$ cat src/rtl/cmf_pkg.sv
package cmf_pkg;

   // Which merge rule the fuser applied to a pending/incoming pair.
   typedef enum logic [1:0] {
      FUSE_NONE  = 2'd0,
      FUSE_SHIFT = 2'd1,
      FUSE_ADD   = 2'd2,
      FUSE_BOTH  = 2'd3
   } fuse_kind_e;

   localparam int CMF_DEF_ADD_W     = 16;
   localparam int CMF_DEF_SFT_W     = 4;
   localparam int CMF_DEF_MAX_SHIFT = 15;
   localparam int CMF_DEF_DEPTH     = 16;

endpackage

$ cat src/rtl/cmf_merge_rule.sv
module cmf_merge_rule
   import cmf_pkg::*;
#(
   parameter int AW          = CMF_DEF_ADD_W,
   parameter int SW          = CMF_DEF_SFT_W,
   parameter int MAX_SHIFT   = CMF_DEF_MAX_SHIFT,
   parameter bit ADD_MERGE   = 1'b1,
   parameter bit SHIFT_MERGE = 1'b1
)(
   input  logic [AW-1:0] held_add,
   input  logic [SW-1:0] held_sft,
   input  logic [AW-1:0] new_add,
   input  logic [SW-1:0] new_sft,
   output logic          can_merge,
   output logic [AW-1:0] m_add,
   output logic [SW-1:0] m_sft
);

   localparam logic [SW:0] SFT_LIMIT = (SW+1)'(MAX_SHIFT);

   logic [SW:0] sft_sum;
   logic [AW:0] add_sum;
   logic        shift_ok;
   logic        add_ok;
   fuse_kind_e  kind;

   assign sft_sum = {1'b0, held_sft} + {1'b0, new_sft};
   assign add_sum = {1'b0, held_add} + {1'b0, new_add};

   generate
      if (SHIFT_MERGE) begin : g_shift_on
         // second addend must vanish so the first shift can absorb the second
         assign shift_ok = (new_add == '0) && (sft_sum <= SFT_LIMIT);
      end else begin : g_shift_off
         assign shift_ok = 1'b0;
      end
      if (ADD_MERGE) begin : g_add_on
         // first shift must be zero so both addends hit the same bit weight
         assign add_ok = (held_sft == '0) && !add_sum[AW];
      end else begin : g_add_off
         assign add_ok = 1'b0;
      end
   endgenerate

   always_comb begin
      unique case ({add_ok, shift_ok})
         2'b11:   kind = FUSE_BOTH;
         2'b01:   kind = FUSE_SHIFT;
         2'b10:   kind = FUSE_ADD;
         default: kind = FUSE_NONE;
      endcase
   end

   always_comb begin
      can_merge = 1'b1;
      m_add     = held_add;
      m_sft     = new_sft;
      unique case (kind)
         FUSE_SHIFT: m_sft = sft_sum[SW-1:0];
         FUSE_ADD:   m_add = add_sum[AW-1:0];
         FUSE_BOTH:  m_sft = new_sft;
         default:    can_merge = 1'b0;
      endcase
   end

endmodule

$ cat src/rtl/cmf_hold_stage.sv
module cmf_hold_stage
   import cmf_pkg::*;
#(
   parameter int AW          = CMF_DEF_ADD_W,
   parameter int SW          = CMF_DEF_SFT_W,
   parameter int MAX_SHIFT   = CMF_DEF_MAX_SHIFT,
   parameter bit ADD_MERGE   = 1'b1,
   parameter bit SHIFT_MERGE = 1'b1
)(
   input  logic          clk,
   input  logic          rst_n,
   input  logic          in_valid,
   output logic          in_ready,
   input  logic [AW-1:0] in_add,
   input  logic [SW-1:0] in_sft,
   input  logic          in_last,
   input  logic          space,
   output logic          push,
   output logic [AW-1:0] push_add,
   output logic [SW-1:0] push_sft,
   output logic          push_last
);

   logic          hv_q, hl_q;
   logic [AW-1:0] ha_q;
   logic [SW-1:0] hs_q;
   logic          hv_d, hl_d;
   logic [AW-1:0] ha_d;
   logic [SW-1:0] hs_d;

   logic          can_merge;
   logic [AW-1:0] m_add;
   logic [SW-1:0] m_sft;
   logic          flush_pend;
   logic          fire;

   cmf_merge_rule #(
      .AW(AW), .SW(SW), .MAX_SHIFT(MAX_SHIFT),
      .ADD_MERGE(ADD_MERGE), .SHIFT_MERGE(SHIFT_MERGE)
   ) u_rule (
      .held_add (ha_q),
      .held_sft (hs_q),
      .new_add  (in_add),
      .new_sft  (in_sft),
      .can_merge(can_merge),
      .m_add    (m_add),
      .m_sft    (m_sft)
   );

   assign flush_pend = hv_q && hl_q;
   assign in_ready   = space && !flush_pend;
   assign fire       = in_valid && in_ready;

   assign push_add  = ha_q;
   assign push_sft  = hs_q;
   assign push_last = hl_q;

   always_comb begin
      push = 1'b0;
      hv_d = hv_q;
      hl_d = hl_q;
      ha_d = ha_q;
      hs_d = hs_q;
      if (flush_pend) begin
         if (space) begin
            push = 1'b1;
            hv_d = 1'b0;
            hl_d = 1'b0;
         end
      end else if (fire) begin
         hv_d = 1'b1;
         hl_d = in_last;
         if (hv_q && can_merge) begin
            ha_d = m_add;
            hs_d = m_sft;
         end else begin
            push = hv_q;
            ha_d = in_add;
            hs_d = in_sft;
         end
      end
   end

   always_ff @(posedge clk or negedge rst_n) begin
      if (!rst_n) begin
         hv_q <= 1'b0;
         hl_q <= 1'b0;
         ha_q <= '0;
         hs_q <= '0;
      end else begin
         hv_q <= hv_d;
         hl_q <= hl_d;
         ha_q <= ha_d;
         hs_q <= hs_d;
      end
   end


   flush_block_chk: assert property (@(posedge clk) disable iff (!rst_n)
      (in_valid && in_ready && in_last) |=> !in_ready);

endmodule

$ cat src/rtl/cmf_queue.sv
module cmf_queue #(
   parameter int W     = 21,
   parameter int DEPTH = 16
)(
   input  logic         clk,
   input  logic         rst_n,
   input  logic         wr_en,
   input  logic [W-1:0] wr_data,
   output logic         space,
   output logic         rd_valid,
   input  logic         rd_ready,
   output logic [W-1:0] rd_data
);

   localparam int PW   = (DEPTH > 1) ? $clog2(DEPTH) : 1;
   localparam int CW   = $clog2(DEPTH + 1);
   localparam bit POW2 = (DEPTH > 1) && ((2 ** PW) == DEPTH);

   logic [W-1:0]  mem [DEPTH];
   logic [PW-1:0] wp_q, rp_q, wp_nx, rp_nx;
   logic [CW-1:0] cnt_q;
   logic          rd_en;

   assign space    = cnt_q < CW'(DEPTH);
   assign rd_valid = cnt_q != '0;
   assign rd_en    = rd_valid && rd_ready;
   assign rd_data  = mem[rp_q];

   generate
      if (POW2) begin : g_wrap_free
         assign wp_nx = wp_q + 1'b1;
         assign rp_nx = rp_q + 1'b1;
      end else begin : g_wrap_cmp
         assign wp_nx = (wp_q == PW'(DEPTH - 1)) ? '0 : wp_q + 1'b1;
         assign rp_nx = (rp_q == PW'(DEPTH - 1)) ? '0 : rp_q + 1'b1;
      end
   endgenerate

   always_ff @(posedge clk) begin
      if (wr_en) mem[wp_q] <= wr_data;
   end

   always_ff @(posedge clk or negedge rst_n) begin
      if (!rst_n) begin
         wp_q  <= '0;
         rp_q  <= '0;
         cnt_q <= '0;
      end else begin
         if (wr_en) wp_q <= wp_nx;
         if (rd_en) rp_q <= rp_nx;
         unique case ({wr_en, rd_en})
            2'b10:   cnt_q <= cnt_q + 1'b1;
            2'b01:   cnt_q <= cnt_q - 1'b1;
            default: cnt_q <= cnt_q;
         endcase
      end
   end


   queue_bound_chk: assert property (@(posedge clk) disable iff (!rst_n)
      (!space) |-> !wr_en);


   out_hold_chk: assert property (@(posedge clk) disable iff (!rst_n)
      (rd_valid && !rd_ready) |=> (rd_valid && $stable(rd_data)));

endmodule

$ cat src/rtl/cm_update_fuser.sv
module cm_update_fuser
   import cmf_pkg::*;
#(
   parameter int AW          = CMF_DEF_ADD_W,
   parameter int SW          = CMF_DEF_SFT_W,
   parameter int MAX_SHIFT   = CMF_DEF_MAX_SHIFT,
   parameter int DEPTH       = CMF_DEF_DEPTH,
   parameter bit ADD_MERGE   = 1'b1,
   parameter bit SHIFT_MERGE = 1'b1
)(
   input  logic          clk,
   input  logic          rst_n,
   input  logic          in_valid,
   output logic          in_ready,
   input  logic [AW-1:0] in_add,
   input  logic [SW-1:0] in_sft,
   input  logic          in_last,
   output logic          out_valid,
   input  logic          out_ready,
   output logic [AW-1:0] out_add,
   output logic [SW-1:0] out_sft,
   output logic          out_last
);

   localparam int QW = AW + SW + 1;

   generate
      if (AW < 1 || SW < 1) begin : g_bad_width
         $error("cm_update_fuser: field widths must be positive");
      end
      if (MAX_SHIFT < 1 || MAX_SHIFT >= (2 ** SW)) begin : g_bad_shift
         $error("cm_update_fuser: MAX_SHIFT must fit in the shift field");
      end
      if (DEPTH < 1) begin : g_bad_depth
         $error("cm_update_fuser: DEPTH must be at least one");
      end
   endgenerate

   logic          space;
   logic          push;
   logic [AW-1:0] push_add;
   logic [SW-1:0] push_sft;
   logic          push_last;
   logic [QW-1:0] head;

   cmf_hold_stage #(
      .AW(AW), .SW(SW), .MAX_SHIFT(MAX_SHIFT),
      .ADD_MERGE(ADD_MERGE), .SHIFT_MERGE(SHIFT_MERGE)
   ) u_hold (
      .clk      (clk),
      .rst_n    (rst_n),
      .in_valid (in_valid),
      .in_ready (in_ready),
      .in_add   (in_add),
      .in_sft   (in_sft),
      .in_last  (in_last),
      .space    (space),
      .push     (push),
      .push_add (push_add),
      .push_sft (push_sft),
      .push_last(push_last)
   );

   cmf_queue #(.W(QW), .DEPTH(DEPTH)) u_queue (
      .clk     (clk),
      .rst_n   (rst_n),
      .wr_en   (push),
      .wr_data ({push_last, push_add, push_sft}),
      .space   (space),
      .rd_valid(out_valid),
      .rd_ready(out_ready),
      .rd_data (head)
   );

   assign out_last = head[QW-1];
   assign out_add  = head[QW-2:SW];
   assign out_sft  = head[SW-1:0];


   reset_idle_chk: assert property (@(posedge clk) disable iff (!rst_n)
      $past(!rst_n) |-> (in_ready && !out_valid));

endmodule

$ cat config.mk
export PLATFORM = sky130hd
export DESIGN_NAME = cm_update_fuser
export DESIGN_NICKNAME = d
export VERILOG_FILES = /design/src/rtl/cmf_pkg.sv /design/src/rtl/cmf_merge_rule.sv /design/src/rtl/cmf_hold_stage.sv /design/src/rtl/cmf_queue.sv /design/src/rtl/cm_update_fuser.sv
export SDC_FILE = /design/constraint.sdc
export NUM_CORES = 1
export LEC_CHECK = 0
export BUFFER_PORTS_ARGS = -buffer_cell sky130_fd_sc_hd__buf_2
export CORE_ASPECT_RATIO = 2
export CORE_UTILIZATION = 50
export CTS_CLUSTER_DIAMETER = 40
export DETAILED_ROUTE_END_ITERATION = 8
export GPL_ROUTABILITY_DRIVEN = 0
export GPL_TIMING_DRIVEN = 1
export PLACE_DENSITY = 0.74
export REMOVE_ABC_BUFFERS = 1
export SLEW_MARGIN = 20
export SYNTH_ARGS = -nofsm -noshare
export SYNTH_HDL_FRONTEND = slang
export SYNTH_SLANG_ARGS = --single-unit
$ cat constraint.sdc
create_clock -name clk -period 10.2 [get_ports clk]
set_input_delay 2.04 -clock clk [delete_from_list [all_inputs] [get_ports clk]]
set_output_delay 2.04 -clock clk [all_outputs]
set_load 0.005 [all_outputs]
==> impl_metrics.py <==
metrics = {
    "cts": {
        "numCtsBuffers": 29,
        "insertion_delay_ps": 550,
        "count_of_cells_resized_by_post_cts_repair": 0,
        "clock_tree.htree_level_count": 1,
        "cts_tree": "yes",
        "ctsRootBufferMaster": "sky130_fd_sc_hd__clkbuf_16",
        "cts-hold-fix-buffers": 0,
        "cts.reportedPaths.clkPinSlew_ps": 70,
        "cts-root-to-sink-buffers": 3,
        "cts_post_setup_buffers_inserted": 0,
        "number_of_clock_sinks_seen_by_cts": 371,
    },
    "critical_path": {
        "timing.critical_path.to_type": "primary output",
        "path_delay_family": "multiplexers",
        "worstPathRequired_ps": 8160,
        "timing.reg2reg.setup_slack_ps": 5700,
        "startpoint": "u_queue.rp_q[0]$_DFFE_PN0P_",
        "worst_path_largest_cell_delay_ps": 1000,
        "end_of_the_critical_path": "out_add[15]",
        "slowest_stage": "sky130_fd_sc_hd__dfrtp_4",
        "rr_startpoint": "u_hold.push_add[0]$_DFFE_PN0P_",
        "timing_worst_setup_path_type": "flop to primary output",
        "regToRegEndpoint": "u_queue.cnt_q[4]$_DFFE_PN0P_",
        "startpoint_type": "flop",
        "critical_path_arrival_ps": 3720,
        "worstSetupPathDepth": 4,
        "worstRegToRegCells": 19,
        "path_cells": "buf_4, mux4_2, mux4_2, buf_2",
        "critPathMostFrequentCell": "sky130_fd_sc_hd__mux4_2",
        "worst-path-buf-inv": 2,
        "worstPathMaxFanout": 45,
    },
    "logic_synthesis": {
        "synth_area_per_cell_sq_um": 19.5,
        "synthTopCellsByArea": "sky130_fd_sc_hd__edfxtp_1, sky130_fd_sc_hd__mux4_2, sky130_fd_sc_hd__dfrtp_1",
        "synthFlopType": "sky130_fd_sc_hd__edfxtp_1",
        "synthDominantAreaCellType": "sky130_fd_sc_hd__edfxtp_1",
        "post_synthesis_sequential_area_ratio_pct": 71.1,
        "post-synth-top-count-cell": "sky130_fd_sc_hd__edfxtp_1",
        "synthesis.area_sq_um": 15400,
        "synthTopCellsByCount": "sky130_fd_sc_hd__edfxtp_1, sky130_fd_sc_hd__mux4_2, sky130_fd_sc_hd__nand2_1, sky130_fd_sc_hd__dfrtp_1, sky130_fd_sc_hd__ha_1",
        "number_of_cells_produced_by_synthesis": 791,
        "synth.yosys.warnings": 0,
        "synth.lib_cells_used.distinct": 54,
        "ys_async_sr_fraction_pct": 9.43,
        "yosys.area.top_type_share_pct": 65.4,
        "number_of_flops_mapped_to_enable_cells_by_yosys": 336,
        "synth-seq-cells": 371,
    },
    "global_route": {
        "globalRouteMet3Util_pct": 1.92,
        "global_route.peak_usage_layer": "met2",
        "gr-usage-met1_pct": 24.5,
        "initial_antenna_violation_count": 0,
        "wire_length_of_the_first_global_routing_pass_mm": 48.6,
        "globalRouteTotalUtil_pct": 21.0,
        "grt_start_max_net_pins": 68,
        "globalRouteOverflowTotal": 0,
        "met2_usage_pct": 38.9,
        "first_global_vias": 7992,
    },
    "final_layout": {
        "nets": 907,
        "layout.cell_area.non_filler_sq_um": 17200,
        "post_layout_nonfiller_instances": 1241,
        "area.sequential_sq_um": 11000,
        "n_fill_cell": 2192,
        "num_antenna_cells": 0,
        "post_route_cells_drive_above_1_share_pct": 27.6,
        "multiInputGateArea_sq_um": 4340,
        "layout-area-overhead-vs-synth_pct": 11.3,
    },
    "sta": {
        "tightestPinTransition_ps": 994,
        "final_max_slew_viol_count": 0,
        "worst_slew_margin_rel_pct": 33.7,
        "finalHoldViolCount": 0,
        "worst_hold_slack_ps": 530,
        "final_count_of_negative_setup_slack_endpoints": 0,
        "setup_repair_after_global_routing_missed_its_margin": "false",
        "fin_worst_skew_ps": 10.3,
        "fin_crit_sh_pct": 56.4,
        "timing.fmax_mhz": 174,
        "final.min_clock_period_ps": 5760,
        "setup_total_negative_slack_ps": 0,
    },
    "route": {
        "routed_via_density": 6.21,
        "drt_iter0_markers": 715,
        "wl_per_cell_microns": 25.6,
        "route.antenna.remaining_nets": 0,
        "wl_mm": 31.8,
        "num_vias": 7712,
        "residual_drc_count": 0,
        "drt_pass1_iterations": 5,
    },
    "pwr": {
        "power.net_switching_w": 0.00158,
        "power.share.switching_pct": 31.6,
        "vdd_drop_max_v": 0.000151,
        "proportion_of_power_drawn_by_combinational_gates_pct": 28.4,
        "power_frac_seq_pct": 48.2,
        "power_per_cell_area_nw_per_um2": 291,
        "power.share.clock_pct": 23.4,
        "p_int_w": 0.00341,
        "cellLeakagePower_nw": 5.72,
    },
    "min_path": {
        "min-delay-path-class": "flop to flop",
    },
    "status": {
        "status": "finished, final reports clean",
    },
    "floorplan": {
        "std_cell_rows": 90,
        "die-height_microns": 250,
        "die_width_microns": 126,
        "initial_utilization_pct": 50.9,
        "ios": 48,
        "floorplan.core_area_sq_um": 30300,
        "floorplan.die_area_sq_um": 31600,
    },
    "place": {
        "dpl_wire_length_mm": 20.3,
        "placed_cell_area_sq_um": 16200,
        "numPlacedInstances": 1188,
        "buffer_ports.inserted": 47,
    },
    "flow_run": {
        "max_cap_violations": 0,
    },
}
flip-flops by register name (all words and copies together) (netlist names):
signal            flops
u_hold.hv_q           1
u_queue.cnt_q         5
u_hold.push_last      1
u_hold.push_sft       4
u_hold.push_add      16
u_queue.mem         336
u_queue.wp_q          4
u_queue.rp_q          4
cell usage in the layout (no fill, tap or decap), drive strengths merged, types with 6 or more instances in the layout:
master / count
nor2: 16
mux2i: 16
edfxtp: 336
xor2: 12
xnor2: 14
a21o: 6
mux4: 105
nand3: 6
ha: 29
nand2: 38
nor4: 7
a21oi: 24
inv: 13
buf: 66
clkinv: 10
nor3: 15
clkbuf: 33
o21ai: 28
dfrtp: 35
nand2b: 7
worst min path at each step:
stage	from	cells past startpoint	slack, ps	end
floorplan	u_queue.cnt_q[3]$_DFFE_PN0P_	2	480	u_queue.cnt_q[3]$_DFFE_PN0P_
global placement	u_queue.cnt_q[3]$_DFFE_PN0P_	2	510	u_queue.cnt_q[3]$_DFFE_PN0P_
detailed placement	u_queue.cnt_q[3]$_DFFE_PN0P_	2	520	u_queue.cnt_q[3]$_DFFE_PN0P_
CTS	u_queue.cnt_q[3]$_DFFE_PN0P_	2	540	u_queue.cnt_q[3]$_DFFE_PN0P_
global route	u_queue.cnt_q[3]$_DFFE_PN0P_	2	590	u_queue.cnt_q[3]$_DFFE_PN0P_
finish	u_queue.cnt_q[3]$_DFFE_PN0P_	2	530	u_queue.cnt_q[3]$_DFFE_PN0P_
power groups by stage:
stage	Clock (W)	Sequential (W)	Combinational, W
2_1_floorplan	0	0.00236	0.00102
3_3_place_gp	0	0.00243	0.00142
3_5_place_dp	0	0.00245	0.00144
4_1_cts	0.00118	0.00241	0.00145
5_1_grt	0.00123	0.00245	0.00155
6_report	0.00117	0.00241	0.00142
worst register-to-register path, cell delays in order, from the launching register on:
cell,delay [ps]
sky130_fd_sc_hd__dfrtp_1,750
sky130_fd_sc_hd__ha_1,310
sky130_fd_sc_hd__fa_1,210
sky130_fd_sc_hd__a21o_1,140
sky130_fd_sc_hd__a221o_1,300
sky130_fd_sc_hd__nand2_1,150
sky130_fd_sc_hd__a21oi_1,320
sky130_fd_sc_hd__o211ai_2,150
sky130_fd_sc_hd__a21oi_1,320
sky130_fd_sc_hd__inv_1,120
sky130_fd_sc_hd__ha_1,250
sky130_fd_sc_hd__xor2_1,170
sky130_fd_sc_hd__ha_1,220
sky130_fd_sc_hd__nor2b_1,150
sky130_fd_sc_hd__o21ai_0,170
sky130_fd_sc_hd__o21ai_0,100
sky130_fd_sc_hd__a21oi_1,190
sky130_fd_sc_hd__xor2_1,160
sky130_fd_sc_hd__nor2_1,60
sky130_fd_sc_hd__xor2_1,140
cell families (layout without fill, tap and decap cells):
logic type	after synthesis	in the layout	synth area share [%]
multiplexers	124	124	16.6
buffers and inverters	46	128	1.33
AO/OA/AOI/OAI	82	82	3.33
AND/OR/NAND/NOR	111	111	3.58
flip-flops	371	371	71.1
XOR/XNOR	26	26	1.48
adder cells (fa/ha/maj)	31	31	2.61
final cells by class:
class                      instances  area share [%]
clock buffer                      33            4.32
clock inverter                    20            1.39
inverter                           9           0.197
multi-input combinational        374            25.3
sequential                       371            63.9
tap                              368            2.68
timing repair buffer              66            2.20
metal layers:
metal	part of all wire, %	vias up
met5	0	-
met4	4.2	0
met3	4.0	67
met2	56	275
met1	36	4014
li1	-	3356
metrics by stage:
step	util, %	setup WS [ps]	power [W]
2_1_floorplan	-	3670	0.00337
3_5_place_dp	53.4	4440	0.00389
3_3_place_gp	53.4	4500	0.00385
5_1_grt	56.7	4170	0.00523
6_report	56.7	4440	0.00499
4_1_cts	56.7	4320	0.00504
No activity file was read; power rests on OpenSTA's default activity.
